===== src/rtl/eew_pkg.sv =====
package eew_pkg;
   typedef enum logic [2:0] {
      ST_IDLE,
      ST_FETCH,
      ST_SETUP,
      ST_WEL,
      ST_HOLD,
      ST_GAP,
      ST_READ,
      ST_DONE
   } seq_st_t;

   localparam logic MODE_DATA   = 1'b0;
   localparam logic MODE_TOGGLE = 1'b1;
endpackage


===== src/rtl/eew_win_timer.sv =====
module eew_win_timer #(
   parameter int GAP_MAX = 16
) (
   input  logic clk,
   input  logic rst_n,
   input  logic restart,
   input  logic page_open,
   output logic load_ok
);
   localparam int GW = $clog2(GAP_MAX + 2);

   logic [GW-1:0] gap_q;

   // restart is high the cycle before a write strobe falls, so gap_q reads 0 on the fall
   always_ff @(posedge clk or negedge rst_n) begin
      if (!rst_n)                         gap_q <= '0;
      else if (restart)                   gap_q <= '0;
      else if (gap_q != GW'(GAP_MAX))     gap_q <= gap_q + 1'b1;
   end

   // a byte accepted now falls two cycles later
   assign load_ok = (gap_q <= GW'(GAP_MAX - 2));

   p_gap_limit_r4: assert property (@(posedge clk) disable iff (!rst_n)
      restart && page_open |-> gap_q < GW'(GAP_MAX));
endmodule


===== src/rtl/eew_poll_eval.sv =====
module eew_poll_eval #(
   parameter bit HAS_TOGGLE = 1'b1
) (
   input  logic mode,
   input  logic smp7,
   input  logic smp6,
   input  logic ref7,
   input  logic prev6,
   input  logic have_prev,
   output logic complete
);
   generate
      if (HAS_TOGGLE) begin : g_both
         always_comb begin
            if (mode == eew_pkg::MODE_TOGGLE) complete = have_prev && (smp6 == prev6);
            else                              complete = (smp7 == ref7);
         end
      end else begin : g_data_only
         logic unused_tog;
         assign unused_tog = mode ^ smp6 ^ prev6 ^ have_prev;
         assign complete   = (smp7 == ref7);
      end
   endgenerate
endmodule


===== src/rtl/eeprom_wr_seq.sv =====
module eeprom_wr_seq
   import eew_pkg::*;
#(
   parameter int AW         = 17,
   parameter int LW         = 9,
   parameter int PAGE_BITS  = 8,
   parameter int WE_CYC     = 2,
   parameter int RD_CYC     = 2,
   parameter int GAP_MAX    = 16,
   parameter int POLL_TO    = 400000,
   parameter bit HAS_TOGGLE = 1'b1
) (
   input  logic          clk,
   input  logic          rst_n,
   input  logic          req_valid,
   output logic          req_ready,
   input  logic [AW-1:0] req_addr,
   input  logic [LW-1:0] req_len,
   input  logic          req_mode,
   input  logic          data_valid,
   output logic          data_ready,
   input  logic [7:0]    data_in,
   output logic          mem_ce_n,
   output logic          mem_oe_n,
   output logic          mem_we_n,
   output logic [AW-1:0] mem_addr,
   output logic [7:0]    mem_dq_out,
   output logic          mem_dq_oe,
   input  logic [7:0]    mem_dq_in,
   output logic          busy,
   output logic          done,
   output logic          err
);
   localparam int CMAX  = (WE_CYC > RD_CYC) ? WE_CYC : RD_CYC;
   localparam int CW    = $clog2(CMAX + 1);
   localparam int PW    = $clog2(POLL_TO + 1);
   localparam int TAG_W = AW - PAGE_BITS;

   generate
      if (GAP_MAX < WE_CYC + 3) begin : g_bad_gap
         $error("GAP_MAX must exceed the write pulse by at least 3 cycles");
      end
      if (PAGE_BITS < 1 || PAGE_BITS >= AW) begin : g_bad_page
         $error("PAGE_BITS must lie between 1 and AW-1");
      end
      if (WE_CYC < 1 || RD_CYC < 1) begin : g_bad_cyc
         $error("strobe lengths must be at least one cycle");
      end
      if (POLL_TO < 2 * (RD_CYC + 1)) begin : g_bad_to
         $error("POLL_TO shorter than two status reads");
      end
   endgenerate

   seq_st_t        state_q;
   logic [AW-1:0]  addr_q, last_addr_q;
   logic [LW-1:0]  rem_q;
   logic [7:0]     data_q;
   logic [CW-1:0]  cnt_q;
   logic [PW-1:0]  poll_cnt_q;
   logic           mode_q, last_d7_q, prev6_q, have_prev_q, page_open_q, err_q;
   logic           load_ok, complete, read_end, tmo;

   eew_win_timer #(.GAP_MAX(GAP_MAX)) u_win (
      .clk       (clk),
      .rst_n     (rst_n),
      .restart   (state_q == ST_SETUP),
      .page_open (page_open_q),
      .load_ok   (load_ok)
   );

   eew_poll_eval #(.HAS_TOGGLE(HAS_TOGGLE)) u_eval (
      .mode      (mode_q),
      .smp7      (mem_dq_in[7]),
      .smp6      (mem_dq_in[6]),
      .ref7      (last_d7_q),
      .prev6     (prev6_q),
      .have_prev (have_prev_q),
      .complete  (complete)
   );

   assign read_end = (state_q == ST_READ) && (cnt_q == CW'(RD_CYC - 1));
   assign tmo      = (poll_cnt_q >= PW'(POLL_TO - 1));

   always_ff @(posedge clk or negedge rst_n) begin
      if (!rst_n) begin
         state_q     <= ST_IDLE;
         addr_q      <= '0;
         last_addr_q <= '0;
         rem_q       <= '0;
         data_q      <= '0;
         cnt_q       <= '0;
         poll_cnt_q  <= '0;
         mode_q      <= MODE_DATA;
         last_d7_q   <= 1'b0;
         prev6_q     <= 1'b0;
         have_prev_q <= 1'b0;
         page_open_q <= 1'b0;
         err_q       <= 1'b0;
      end else begin
         case (state_q)
            ST_IDLE: if (req_valid) begin
               addr_q      <= req_addr;
               rem_q       <= req_len;
               mode_q      <= req_mode;
               err_q       <= 1'b0;
               page_open_q <= 1'b0;
               state_q     <= (req_len == '0) ? ST_DONE : ST_FETCH;
            end
            ST_FETCH: begin
               if (page_open_q && !load_ok) begin
                  state_q     <= ST_GAP;
                  poll_cnt_q  <= '0;
                  have_prev_q <= 1'b0;
               end else if (data_valid) begin
                  data_q  <= data_in;
                  state_q <= ST_SETUP;
               end
            end
            ST_SETUP: begin
               cnt_q   <= '0;
               state_q <= ST_WEL;
            end
            ST_WEL: begin
               if (cnt_q == CW'(WE_CYC - 1)) state_q <= ST_HOLD;
               else                          cnt_q   <= cnt_q + 1'b1;
            end
            ST_HOLD: begin
               last_addr_q <= addr_q;
               last_d7_q   <= data_q[7];
               page_open_q <= 1'b1;
               rem_q       <= rem_q - 1'b1;
               addr_q      <= addr_q + 1'b1;
               if (rem_q == LW'(1) || (&addr_q[PAGE_BITS-1:0])) begin
                  state_q     <= ST_GAP;
                  poll_cnt_q  <= '0;
                  have_prev_q <= 1'b0;
               end else begin
                  state_q <= ST_FETCH;
               end
            end
            ST_GAP: begin
               poll_cnt_q <= poll_cnt_q + 1'b1;
               if (tmo) begin
                  err_q   <= 1'b1;
                  state_q <= ST_DONE;
               end else begin
                  cnt_q   <= '0;
                  state_q <= ST_READ;
               end
            end
            ST_READ: begin
               poll_cnt_q <= poll_cnt_q + 1'b1;
               if (read_end && complete) begin
                  page_open_q <= 1'b0;
                  state_q     <= (rem_q == '0) ? ST_DONE : ST_FETCH;
               end else if (tmo) begin
                  err_q   <= 1'b1;
                  state_q <= ST_DONE;
               end else if (read_end) begin
                  have_prev_q <= 1'b1;
                  prev6_q     <= mem_dq_in[6];
                  state_q     <= ST_GAP;
               end else begin
                  cnt_q <= cnt_q + 1'b1;
               end
            end
            ST_DONE: state_q <= ST_IDLE;
            default: state_q <= ST_IDLE;
         endcase
      end
   end

   always_comb begin
      req_ready  = (state_q == ST_IDLE);
      data_ready = (state_q == ST_FETCH) && (!page_open_q || load_ok);
      mem_ce_n   = !(state_q inside {ST_SETUP, ST_WEL, ST_HOLD, ST_READ});
      mem_we_n   = (state_q != ST_WEL);
      mem_oe_n   = (state_q != ST_READ);
      mem_dq_oe  = (state_q inside {ST_SETUP, ST_WEL, ST_HOLD});
      mem_dq_out = data_q;
      mem_addr   = (state_q inside {ST_GAP, ST_READ}) ? last_addr_q : addr_q;
      busy       = !(state_q inside {ST_IDLE, ST_DONE});
      done       = (state_q == ST_DONE);
      err        = err_q;
   end

   // ---------------- assertions ----------------
   logic             we_d_q, chk_in_load_q, we_fall;
   logic [TAG_W-1:0] chk_tag_q;

   assign we_fall = we_d_q && !mem_we_n;

   always_ff @(posedge clk or negedge rst_n) begin
      if (!rst_n) begin
         we_d_q        <= 1'b1;
         chk_in_load_q <= 1'b0;
         chk_tag_q     <= '0;
      end else begin
         we_d_q <= mem_we_n;
         if (we_fall) begin
            chk_in_load_q <= 1'b1;
            if (!chk_in_load_q) chk_tag_q <= mem_addr[AW-1:PAGE_BITS];
         end else if ((state_q == ST_FETCH && !page_open_q) || state_q == ST_IDLE) begin
            chk_in_load_q <= 1'b0;
         end
      end
   end

   p_we_pins_r1: assert property (@(posedge clk) disable iff (!rst_n)
      !mem_we_n |-> !mem_ce_n && mem_oe_n && mem_dq_oe);
   p_we_hold_r1: assert property (@(posedge clk) disable iff (!rst_n)
      !mem_we_n |=> $stable(mem_dq_out) && $stable(mem_addr));
   p_page_tag_r3: assert property (@(posedge clk) disable iff (!rst_n)
      we_fall && chk_in_load_q |-> mem_addr[AW-1:PAGE_BITS] == chk_tag_q);
   p_bus_free_r5: assert property (@(posedge clk) disable iff (!rst_n)
      !mem_oe_n |-> !mem_dq_oe && mem_we_n && !mem_ce_n);
   p_poll_bound_r8: assert property (@(posedge clk) disable iff (!rst_n)
      (state_q == ST_GAP || state_q == ST_READ) |-> poll_cnt_q < PW'(POLL_TO));
   p_done_pulse_r9: assert property (@(posedge clk) disable iff (!rst_n)
      done |=> !done && req_ready);
   p_ready_idle_r9: assert property (@(posedge clk) disable iff (!rst_n)
      req_ready |-> !busy && !done);
   p_busy_start_r9: assert property (@(posedge clk) disable iff (!rst_n)
      req_valid && req_ready && req_len != '0 |=> busy);
endmodule


===== config.mk =====
export PLATFORM = sky130hd
export DESIGN_NAME = eeprom_wr_seq
export DESIGN_NICKNAME = d
export VERILOG_FILES = /design/src/rtl/eew_pkg.sv /design/src/rtl/eew_win_timer.sv /design/src/rtl/eew_poll_eval.sv /design/src/rtl/eeprom_wr_seq.sv
export SDC_FILE = /design/constraint.sdc
export NUM_CORES = 1
export LEC_CHECK = 0
export BUFFER_PORTS_ARGS = -buffer_cell sky130_fd_sc_hd__buf_2
export CORE_ASPECT_RATIO = 0.9
export CORE_MARGIN = 2
export CORE_UTILIZATION = 40
export DETAILED_ROUTE_END_ITERATION = 12
export SYNTH_ARGS = -nofsm -noshare
export SYNTH_HDL_FRONTEND = slang
export SYNTH_SLANG_ARGS = --single-unit

===== constraint.sdc =====
create_clock -name clk -period 5.75 [get_ports clk]
set_clock_uncertainty 0.1 [all_clocks]
set_input_delay 1.15 -clock clk [delete_from_list [all_inputs] [get_ports clk]]
set_output_delay 1.15 -clock clk [all_outputs]
set_load 0.05 [all_outputs]

==> run summary, run 1 <==
STATUS
---------------------------------------------------------------------------------
Result of the run                                                    complete, no violations

DETAILED ROUTING
---------------------------------------------------------------------------------
Total Wirelength                                                         13400 um
Routed wire length per instance                                           16.3 um
Post-route antenna net violation count                                          0
Detailed router's first-iteration violation count                             370
Detailed-route DRC error count                                                  0
Via total after detailed routing                                             4655
Drt first pass iters                                                            5
Post-detailed-route via-to-cell ratio                                        5.64

FLOORPLANNING
---------------------------------------------------------------------------------
Vert. Die Dim                                                              111 um
Die W                                                                      122 um
Std-Cell Core Area                                                     12200 um^2
Number of primary I/O pins                                                     81
Count of standard-cell rows                                                    38
Initial standard-cell utilization of the core                               41.5%
Total die area                                                         13500 um^2

WORST SETUP PATH
---------------------------------------------------------------------------------
Beginning of the worst register-to-register path                       state_q[0]
CP peak stage delay                                                       0.86 ns
Top fanout value on the critical path                                          26
WP data required                                                          4.50 ns
Crit path DAT                                                             2.77 ns
Reg2reg setup slack                                                       2.70 ns
Startpoint type of the worst setup path                                 flip-flop
Path type of the worst setup path                                    flip-flop to primary output
Cells along the critical path                                        nor2_1, buf_4, nand2_1, o21ai_0, buf_2
Critical path origin                                                   state_q[0]
Depth of the worst register-to-register path                                    6
Nature of the critical path endpoint                                 primary output
Slowest library cell on the worst path                                    dfrtp_1

CLOCK NETWORK
---------------------------------------------------------------------------------
Cts bufs inserted                                                               9
Resize count post-CTS                                                           0
Post-CTS Hold Buffers                                                           0
Clock slew seen by the registers of the worst setup and hold paths        0.06 ns
Number of buffers on the longest clock path                                     2
Clk root buf                                                            clkbuf_16
CTS Sinks                                                                      86
Source-to-sink clock delay at the later pin of the worst-skew pair        0.35 ns
TritonCTS clock tree                                                         done
Count of buffers added by post-CTS timing repair for setup                      0
H-Tree Level Count                                                              3

CELLS AND AREA
---------------------------------------------------------------------------------
Proportion of layout cells with a drive suffix above 1                      17.7%
Number of nets at the end of the flow                                         716
Filler instances                                                             1195
Antenna fix cells                                                               0
Final core utilization                                                      47.6%
Area growth syn-to-layout                                                   14.7%

GRT
---------------------------------------------------------------------------------
Maximum number of pins on one net before global-route repair                   55
Initial antenna violation count                                                 0
Number of global-route vias before repair                                    4391
All-Layer GR Usage                                                          21.0%
First-pass GRT wire length                                               22600 um
Aggregate global routing overflow                                               0

STA
---------------------------------------------------------------------------------
Min cycle time layout                                                     4.02 ns
Final worst path period share                                               69.9%
Final Hold Viols                                                                0
Highest achievable clock rate                                             249 MHz
Final setup viols                                                               0
Transition time at the pin with the least slew margin                    0.964 ns
Slew headroom                                                               35.6%
Setup TNS                                                                    0 ns
Setup repair after global routing missed its margin                            no
Slew Viols, Final                                                               0

PLACEMENT
---------------------------------------------------------------------------------
Post-detail-place hpwl                                                    9210 um
Global placer's final weighted congestion                                   0.831
Port-buffer cells                                                              74

RUN
---------------------------------------------------------------------------------
Max-cap violation count                                                         0

PWR
---------------------------------------------------------------------------------
Lkg Pwr                                                                   2.57 nW
Pwr per Cell Area                                                     618 nW/um^2
Worst supply voltage drop on vdd                                         0.334 mV
Total power                                                             0.00358 W

YOSYS
---------------------------------------------------------------------------------
Dominant combinational cell family by area after synthesis           simple AND/OR/NAND/NOR gates
Post-synthesis cell count                                                     611
Adder-cell share of the synthesized area                                    2.23%
Share of the yosys chip area belonging to registers                         42.6%
Compound-Gate Fraction of Synth Area                                        19.9%
Share of synthesized area spent on multiplexers                             3.02%
Number of enable-type register cells in the synthesized netlist                 0
Fraction of synthesized cell area in xor and xnor cells                     1.39%
Library cell with the highest instance count after synthesis              nand2_1
Fraction of synthesized cell area taken by the top area cell type           42.6%
Post-synth cell types                                                          64
Synth Net Count                                                               667
Most used standard cells in the synthesized netlist                  nand2_1 (154), dfrtp_1 (86), nor2_1 (47)
Area of the mapped netlist                                              5050 um^2
Average cell area after synthesis                                       8.26 um^2
Count of state elements after synthesis                                        86
Biggest area contributors in the synthesized netlist                 dfrtp_1 (43%), nand2_1 (11%), nor2_1 (3.5%)
Share of synthesized cell area in and, or, nand and nor gates               26.4%
Cell accounting for the most synthesized area                             dfrtp_1
Warning count from the yosys run                                                0
Share of synthesized registers carrying an async set or reset                100%
Main synth FF type                                                        dfrtp_1

MIN PATH
---------------------------------------------------------------------------------
Startpoint of the lowest-slack hold path                             last_addr_q[15]
Path type of the worst min-delay path                                flip-flop to flip-flop
Worst Hold Path Cells                                                           2

-- registers in the layout, indices dropped and copies added (netlist names), 2 cells and up --
register,flops
addr_q,17
cnt_q,2
last_addr_q,17
mem_dq_out,8
poll_cnt_q,19
rem_q,9
state_q,3
u_win.gap_q,5
-- cell families (layout without fill, tap and decap cells) --
family / count (synthesis) / after routing
compound gates: 147 / 147
xor+xnor: 8 / 8
fa+ha+maj: 9 / 9
buf+inv: 54 / 108
flops: 86 / 86
mux: 14 / 14
simple gates: 293 / 293
-- final timing paths --
kind / to
worst max-delay path: mem_dq_oe
worst min-delay path: last_addr_q[15]
worst max register to register: addr_q[14]
worst min register to register: last_addr_q[15]
max in group asynchronous: addr_q[7]
min in group asynchronous: u_win.gap_q[0]
-- final cells by class --
type | count | area, um^2 | share of cell area (%)
timing repair buffer | 81 | 425 | 7.35
sequential | 86 | 2150 | 37.2
clock inverter | 6 | 62.6 | 1.08
inverter | 11 | 41.3 | 0.713
multi-input combinational | 471 | 2680 | 46.3
tap | 160 | 200 | 3.46
clock buffer | 10 | 229 | 3.95
-- layer usage --
| layer | GRT usage, % | vias to the layer above | part of all wire, % |
|---|---|---|---|
| met1 | 30.2 | 2226 | 48 |
| met3 | 4.96 | 12 | 5.5 |
| met2 | 32.0 | 135 | 46 |
| met4 | 4.37 | 0 | 0.97 |
| li1 | - | 2282 | - |
| met5 | 0 | - | 0 |
-- through the flow --
step | hold WS [ns] | cell area (um^2) | cells | setup WS, ns
floorplan | 0.346 | 5050 | 611 | 2.06
global placement | 0.359 | 5500 | 809 | 2.07
detailed placement | 0.363 | 5500 | 809 | 2.09
CTS | 0.379 | 5790 | 825 | 1.71
global route | 0.398 | 5790 | 825 | 1.49
finish | 0.373 | 5790 | 825 | 1.73
-- critical path: cells and delay by family (launching register included) --
family / cells / cell delay [ns]
DFF: 1 / 0.86
and+or+nand+nor: 2 / 0.82
buffers and inverters: 2 / 0.52
AOI/OAI and AO/OA: 1 / 0.22
-- report_power, final --
group	internal (W)	switching, W
sequential	0.000830	0.000265
clock	0.000335	0.000246
combinational	0.000576	0.00133
total	0.00174	0.00184
-- cell usage in the layout (no fill, tap or decap), types with 13 or more instances in the layout --
master,count
o21ai_0,25
a21oi_1,28
a31oi_1,13
nor2_1,47
nand2_1,154
dfrtp_1,86
o31ai_1,17
nand3_1,23
nor3_1,14
o22ai_1,15
buf_2,73
(Power assumes the default switching activity.)
==> run 2, diff against run 1 <==
==> constraint.sdc (replaced) <==
create_clock -name clk -period 4.2 [get_ports clk]
set_clock_uncertainty 0.1 [all_clocks]
set_input_delay 0.84 -clock clk [delete_from_list [all_inputs] [get_ports clk]]
set_output_delay 0.84 -clock clk [all_outputs]
set_load 0.05 [all_outputs]
==> run 2 against run 1 <==
Non-clock buffer count rose by 2. Global-route usage fell by 0.14 points. Cell count rose by 0.24%. Sequential share of layout area fell by 0.60 points. Critical endpoint is now mem_addr[3]. Largest cell class unchanged.
==> run summary, run 2 (same netlist as run 1, synthesis figures left out) <==
FLOORPLANNING
-------------------------------------------------------------------------------------
Count of standard-cell rows                                                        38   unchanged
Number of primary I/O pins                                                         81   unchanged
Std-Cell Core Area                                                         12200 um^2   unchanged
Die W                                                                          122 um   unchanged
Initial standard-cell utilization of the core                                   41.5%   unchanged
Vert. Die Dim                                                                  111 um   unchanged
Total die area                                                             13500 um^2   unchanged

PLACEMENT
-------------------------------------------------------------------------------------
Number of placed instances with taps included                                     811   was 809
Post-detail-place hpwl                                                        9130 um   was 9210 um
Port-buffer cells                                                                  74   unchanged
Global placer's final weighted congestion                                       0.817   was 0.831
Setup WS pre-CTS                                                              1.17 ns   was 2.09 ns

CLOCK NETWORK
-------------------------------------------------------------------------------------
Clk root buf                                                                clkbuf_16   unchanged
Source-to-sink clock delay at the later pin of the worst-skew pair            0.35 ns   about the same
H-Tree Level Count                                                                  3   unchanged
TritonCTS clock tree                                                             done   unchanged
Cts bufs inserted                                                                   9   unchanged
Resize count post-CTS                                                               0   unchanged
Number of buffers on the longest clock path                                         2   unchanged
Clock slew seen by the registers of the worst setup and hold paths            0.06 ns   about the same
Post-CTS Hold Buffers                                                               0   unchanged
Count of buffers added by post-CTS timing repair for setup                          0   unchanged
CTS Sinks                                                                          86   unchanged

WORST SETUP PATH
-------------------------------------------------------------------------------------
Top fanout value on the critical path                                              24   was 26
Most numerous cell on the critical path                                       nand2_1
Family with the most delay on the worst path                               flip-flops   unchanged
Nature of the critical path endpoint                                     primary output   unchanged
Cells along the critical path                                            xor2_1, nand2_1, nand2_1, nand2_1, buf_2   was nor2_1, buf_4, nand2_1, o21ai_0, buf_2
Crit path DAT                                                                 2.43 ns   was 2.77 ns
WP data required                                                              3.26 ns   was 4.50 ns
Path type of the worst setup path                                        flip-flop to primary output   unchanged
Worst Path Buf+Inv                                                                  1   was 2
Slowest library cell on the worst path                                        dfrtp_1   unchanged
CP peak stage delay                                                           0.79 ns   was 0.86 ns
Startpoint type of the worst setup path                                     flip-flop   unchanged

STA
-------------------------------------------------------------------------------------
Highest achievable clock rate                                                 297 MHz
Final setup viols                                                                   0   unchanged
Slew headroom                                                                   30.4%   was 35.6%
Setup TNS                                                                        0 ns   unchanged
Slack of the critical path                                                   0.833 ns   was 1.73 ns
Slew Viols, Final                                                                   0   unchanged
Min cycle time layout                                                         3.37 ns
Final Hold Viols                                                                    0   unchanged
Setup repair after global routing missed its margin                                no   unchanged
Transition time at the pin with the least slew margin                         1.04 ns   was 0.964 ns
Final worst path period share                                                   80.2%

GRT
-------------------------------------------------------------------------------------
First-pass GRT wire length                                                   22600 um   about the same
Number of global-route vias before repair                                        4514   was 4391
Maximum number of pins on one net before global-route repair                       80   was 55
Aggregate global routing overflow                                                   0   unchanged
All-Layer GR Usage                                                              20.8%   was 21.0%
Initial antenna violation count                                                     0   unchanged

DETAILED ROUTING
-------------------------------------------------------------------------------------
Post-detailed-route via-to-cell ratio                                            5.74   was 5.64
Via total after detailed routing                                                 4745   was 4655
Routed wire length per instance                                               16.5 um   was 16.3 um
Drt first pass iters                                                                5   unchanged
Detailed router's first-iteration violation count                                 318   was 370
Post-route antenna net violation count                                              0   unchanged
Detailed-route DRC error count                                                      0   unchanged
Total Wirelength                                                             13600 um   was 13400 um

PWR
-------------------------------------------------------------------------------------
Lkg Pwr                                                                       2.62 nW   was 2.57 nW
Worst supply voltage drop on vdd                                             0.460 mV   was 0.334 mV
Pwr per Cell Area                                                         874 nW/um^2   was 618 nW/um^2

CELLS AND AREA
-------------------------------------------------------------------------------------
Number of flip-flops in the largest register                                       19   unchanged
Most frequent standard cell in the layout excluding fill and tap cells        nand2_1   unchanged
Number of nets at the end of the flow                                             718   was 716
Post-layout instance count excluding filler cells                                 827   was 825
Antenna fix cells                                                                   0   unchanged
Area growth syn-to-layout                                                       16.6%   was 14.7%
Proportion of layout cells with a drive suffix above 1                          18.1%   was 17.7%
Reg with most FFs                                                          poll_cnt_q   unchanged
Commonest cells after routing, fill and taps aside                       nand2_1 (154), dfrtp_1 (86), buf_2 (73)   unchanged
Largest registers                                                        poll_cnt_q (19), addr_q (17), last_addr_q (17)   unchanged

MIN PATH
-------------------------------------------------------------------------------------
Path type of the worst min-delay path                                    flip-flop to flip-flop   unchanged

RUN
-------------------------------------------------------------------------------------
Max-cap violation count                                                             0   unchanged

STATUS
-------------------------------------------------------------------------------------
Result of the run                                                        complete, no violations   unchanged

## run 2: changes by cell type in the layout (fill, tap and decap cells not counted)
cell,delta
clkinvlp_4,-2
buf_4,+2
clkinv_2,-1
clkbuf_8,+1
bufinv_16,+3
clkbuf_1,-1
## run 2: final cells by class
type	instances	area, um^2
sequential	86	2150
inverter	11	41.3
clock buffer	10	239
clock inverter	6	133
fill	1192	6290
tap	160	200
timing repair buffer	83	440
multi-input combinational	471	2680
## run 2: final timing paths
check | from | end | slack (ns) | depth (start not counted)
worst max-delay path | state_q[1] | mem_addr[3] | 0.83 | 5
worst min-delay path | last_addr_q[16] | last_addr_q[16] | 0.37 | 2
worst max register to register | state_q[1] | rem_q[5] | 1.17 | 5
worst min register to register | last_addr_q[16] | last_addr_q[16] | 0.37 | 2
max in group asynchronous | rst_n | poll_cnt_q[14] | 2.72 | 2
min in group asynchronous | rst_n | mem_dq_out[6] | 0.56 | 1
## run 2: through the flow
step | power (W) | area [um^2] | utilization [%] | hold slack (ns)
after floorplan | 0.00348 | 5050 | - | 0.346
after global placement | 0.00408 | 5510 | 45.3 | 0.358
after detailed placement | 0.00415 | 5510 | 45.3 | 0.362
after CTS | 0.00516 | 5890 | 48.4 | 0.378
after global routing | 0.00550 | 5890 | 48.4 | 0.403
final | 0.00514 | 5890 | 48.4 | 0.372
## run 2: worst register-to-register path: stages, from the launching register on
cell and delay, ns:
dfrtp_1 0.64, nor3_1 0.60, nand2_1 0.54, nand2_1 0.55, a21boi_0 0.19, a221o_1 0.30
## run 2: layer usage
layer	vias up	track usage, %	share of wire, %
li1	2293	-	-
met1	2302	30.5	49
met2	135	30.9	45
met3	15	4.96	4.8
met4	0	5.21	1.2
met5	-	0	0
## run 2: where the power goes
part / switching (W) / internal (W) / leakage [nW] / total, W
registers: 0.000349 / 0.00114 / 1.08 / 0.00149
logic: 0.00186 / 0.000799 / 1.36 / 0.00266
clock network: 0.000341 / 0.000657 / 0.179 / 0.000998
total: 0.00255 / 0.00259 / 2.62 / 0.00514
==> run 3, diff against run 2 <==
==> constraint.sdc (replaced) <==
create_clock -name clk -period 3 [get_ports clk]
set_clock_uncertainty 0.1 [all_clocks]
set_input_delay 0.6 -clock clk [delete_from_list [all_inputs] [get_ports clk]]
set_output_delay 0.6 -clock clk [all_outputs]
set_load 0.05 [all_outputs]
==> run 3 against run 2 <==
Global-route usage shrank 0.10 points. Non-clock buffer count increased by 9. Count of clock-buffer cells in the layout fell by 1. Total power rose by 38%. Clock power is 21% higher. Critical path depth grew 2. Setup slack worse by 0.66 ns. Critical path type unchanged. Critical endpoint is now data_ready. Highest routed layer unchanged.
==> run summary, run 3 (same netlist as run 1, synthesis figures left out) <==
GRT
-------------------------------------------------------------------------------------
First-pass GRT wire length                                                   22500 um   was 22600 um
Number of global-route vias before repair                                        4457   was 4514
Aggregate global routing overflow                                                   0   unchanged
Maximum number of pins on one net before global-route repair                       36   was 80
Initial antenna violation count                                                     0   unchanged
All-Layer GR Usage                                                              20.7%   was 20.8%

PLACEMENT
-------------------------------------------------------------------------------------
Number of placed instances with taps included                                     820   was 811
Port-buffer cells                                                                  74   unchanged
Setup WS pre-CTS                                                             0.233 ns   was 1.17 ns
Post-detail-place hpwl                                                        9600 um   was 9130 um
Global placer's final weighted congestion                                       0.875   was 0.817

PWR
-------------------------------------------------------------------------------------
Lkg Pwr                                                                       2.65 nW   was 2.62 nW
Cell-internal power                                                         0.00351 W   was 0.00259 W
Switching part of the total                                                     50.4%   was 49.6%
Total power                                                                 0.00709 W   was 0.00514 W
Combinational Power Share                                                       54.1%   was 51.7%
Pwr per Cell Area                                                        1200 nW/um^2   was 874 nW/um^2
Sw power                                                                    0.00358 W   was 0.00255 W
Worst supply voltage drop on vdd                                             0.750 mV   was 0.460 mV
Clock share of power                                                            17.1%   was 19.4%
Flop pwr share                                                                  28.9%   about the same

STA
-------------------------------------------------------------------------------------
Slack of the critical path                                                   0.169 ns   was 0.833 ns
Transition time at the pin with the least slew margin                         1.20 ns   was 1.04 ns
Final Hold Viols                                                                    0   unchanged
Highest achievable clock rate                                                 353 MHz
Final worst path period share                                                   94.4%
Min cycle time layout                                                         2.83 ns
Slew Viols, Final                                                                   0   unchanged
Slew headroom                                                                   19.3%   was 30.4%
Final setup viols                                                                   0   unchanged

FLOORPLANNING
-------------------------------------------------------------------------------------
Total die area                                                             13500 um^2   unchanged
Initial standard-cell utilization of the core                                   41.5%   unchanged
Count of standard-cell rows                                                        38   unchanged
Die W                                                                          122 um   unchanged
Number of primary I/O pins                                                         81   unchanged
Std-Cell Core Area                                                         12200 um^2   unchanged
Vert. Die Dim                                                                  111 um   unchanged

WORST SETUP PATH
-------------------------------------------------------------------------------------
Slowest library cell on the worst path                                        dfrtp_1   unchanged
Nature of the critical path endpoint                                     primary output   unchanged
Family with the most delay on the worst path                             simple AND/OR/NAND/NOR gates   was flip-flops
Path type of the worst setup path                                        flip-flop to primary output   unchanged
Startpoint type of the worst setup path                                     flip-flop   unchanged
Crit path DAT                                                                 2.13 ns   was 2.43 ns
CP peak stage delay                                                           0.40 ns   was 0.79 ns
Worst Path Buf+Inv                                                                  2   was 1
Critical path origin                                                     u_win.gap_q[0]   was state_q[1]
Cells along the critical path                                            inv_1, ha_1, and4b_1, o21ai_0, nand2_2, nor2_1, buf_2   was xor2_1, nand2_1, nand2_1, nand2_1, buf_2
WP data required                                                              2.30 ns   was 3.26 ns
Beginning of the worst register-to-register path                            addr_q[0]   was state_q[1]
Top fanout value on the critical path                                               6   was 24

DETAILED ROUTING
-------------------------------------------------------------------------------------
Detailed router's first-iteration violation count                                 360   was 318
Detailed-route DRC error count                                                      0   unchanged
Drt first pass iters                                                                4   was 5
Total Wirelength                                                             13500 um   was 13600 um
Post-detailed-route via-to-cell ratio                                            5.60   was 5.74
Via total after detailed routing                                                 4682   was 4745
Post-route antenna net violation count                                              0   unchanged
Routed wire length per instance                                               16.2 um   was 16.5 um

CELLS AND AREA
-------------------------------------------------------------------------------------
Number of nets at the end of the flow                                             727   was 718
Reg with most FFs                                                          poll_cnt_q   unchanged
Largest registers                                                        poll_cnt_q (19), addr_q (17), last_addr_q (17)   unchanged
Commonest cells after routing, fill and taps aside                       nand2_1 (153), dfrtp_1 (86), buf_2 (73)   was nand2_1 (154), dfrtp_1 (86), buf_2 (73)
Post-layout instance count excluding filler cells                                 836   was 827
Final core utilization                                                          48.7%   was 48.4%
Proportion of layout cells with a drive suffix above 1                          19.7%   was 18.1%
Most frequent standard cell in the layout excluding fill and tap cells        nand2_1   unchanged
Antenna fix cells                                                                   0   unchanged
Area growth syn-to-layout                                                       17.4%   was 16.6%
Number of flip-flops in the largest register                                       19   unchanged

RUN
-------------------------------------------------------------------------------------
Max-cap violation count                                                             0   unchanged

CLOCK NETWORK
-------------------------------------------------------------------------------------
Post-CTS Hold Buffers                                                               0   unchanged
TritonCTS clock tree                                                             done   unchanged
Clock slew seen by the registers of the worst setup and hold paths            0.06 ns   about the same
CTS Sinks                                                                          86   unchanged
Number of buffers on the longest clock path                                         2   unchanged
Count of buffers added by post-CTS timing repair for setup                          0   unchanged
Cts bufs inserted                                                                   9   unchanged
H-Tree Level Count                                                                  3   unchanged
Source-to-sink clock delay at the later pin of the worst-skew pair            0.34 ns   was 0.35 ns
Clk root buf                                                                clkbuf_16   unchanged

MIN PATH
-------------------------------------------------------------------------------------
Path type of the worst min-delay path                                    primary input to asynchronous set/reset pin   was flip-flop to flip-flop

STATUS
-------------------------------------------------------------------------------------
Result of the run                                                        complete, no violations   unchanged

[run 3: final cells by class]
type,instances,area (um^2)
sequential,86,2150
fill,1179,6250
clock buffer,9,225
timing repair buffer,92,520
inverter,11,41.3
tap,160,200
clock inverter,7,97.6
multi-input combinational,471,2690
[run 3: repair_timing]
action	in CTS	in global routing
setup endpoints to repair	0	5
gates resized for setup	0	2
endpoints found under the hold margin	0	0
[run 3: final timing paths]
check                             endpoint  slack (ns)  depth (start not counted)
max                             data_ready        0.17                          7
min                         u_win.gap_q[1]        0.11                          1
max reg2reg                 poll_cnt_q[12]        0.34                          6
min reg2reg                last_addr_q[15]        0.38                          2
max in group asynchronous   last_addr_q[8]        2.01                          2
min in group clk           last_addr_q[15]        0.38                          2
[run 3: routing by layer]
metal | vias up | share of wire [%] | track usage, %
li1 | 2300 | - | -
met1 | 2241 | 50 | 30.7
met2 | 127 | 44 | 30.5
met3 | 14 | 4.6 | 4.34
met4 | 0 | 1.5 | 5.59
met5 | - | 0 | 0
[run 3: per-stage QoR]
step / hold slack, ns / area, um^2 / setup TNS (ns)
after detailed placement: 0.363 / 5600 / 0
after floorplan: 0.204 / 5050 / 0
after CTS: 0.114 / 5920 / 0
final: 0.106 / 5930 / 0
after global placement: 0.357 / 5600 / 0
after global routing: 0.123 / 5930 / -0.0249
[run 3: power by group through the flow]
stage | registers (W) | clock network (W) | logic (W)
CTS | 0.00204 | 0.00124 | 0.00385
detailed placement | 0.00205 | 0 | 0.00384
floorplan | 0.00207 | 0 | 0.00281
global placement | 0.00204 | 0 | 0.00376
global route | 0.00212 | 0.00129 | 0.00420
finish | 0.00205 | 0.00121 | 0.00384
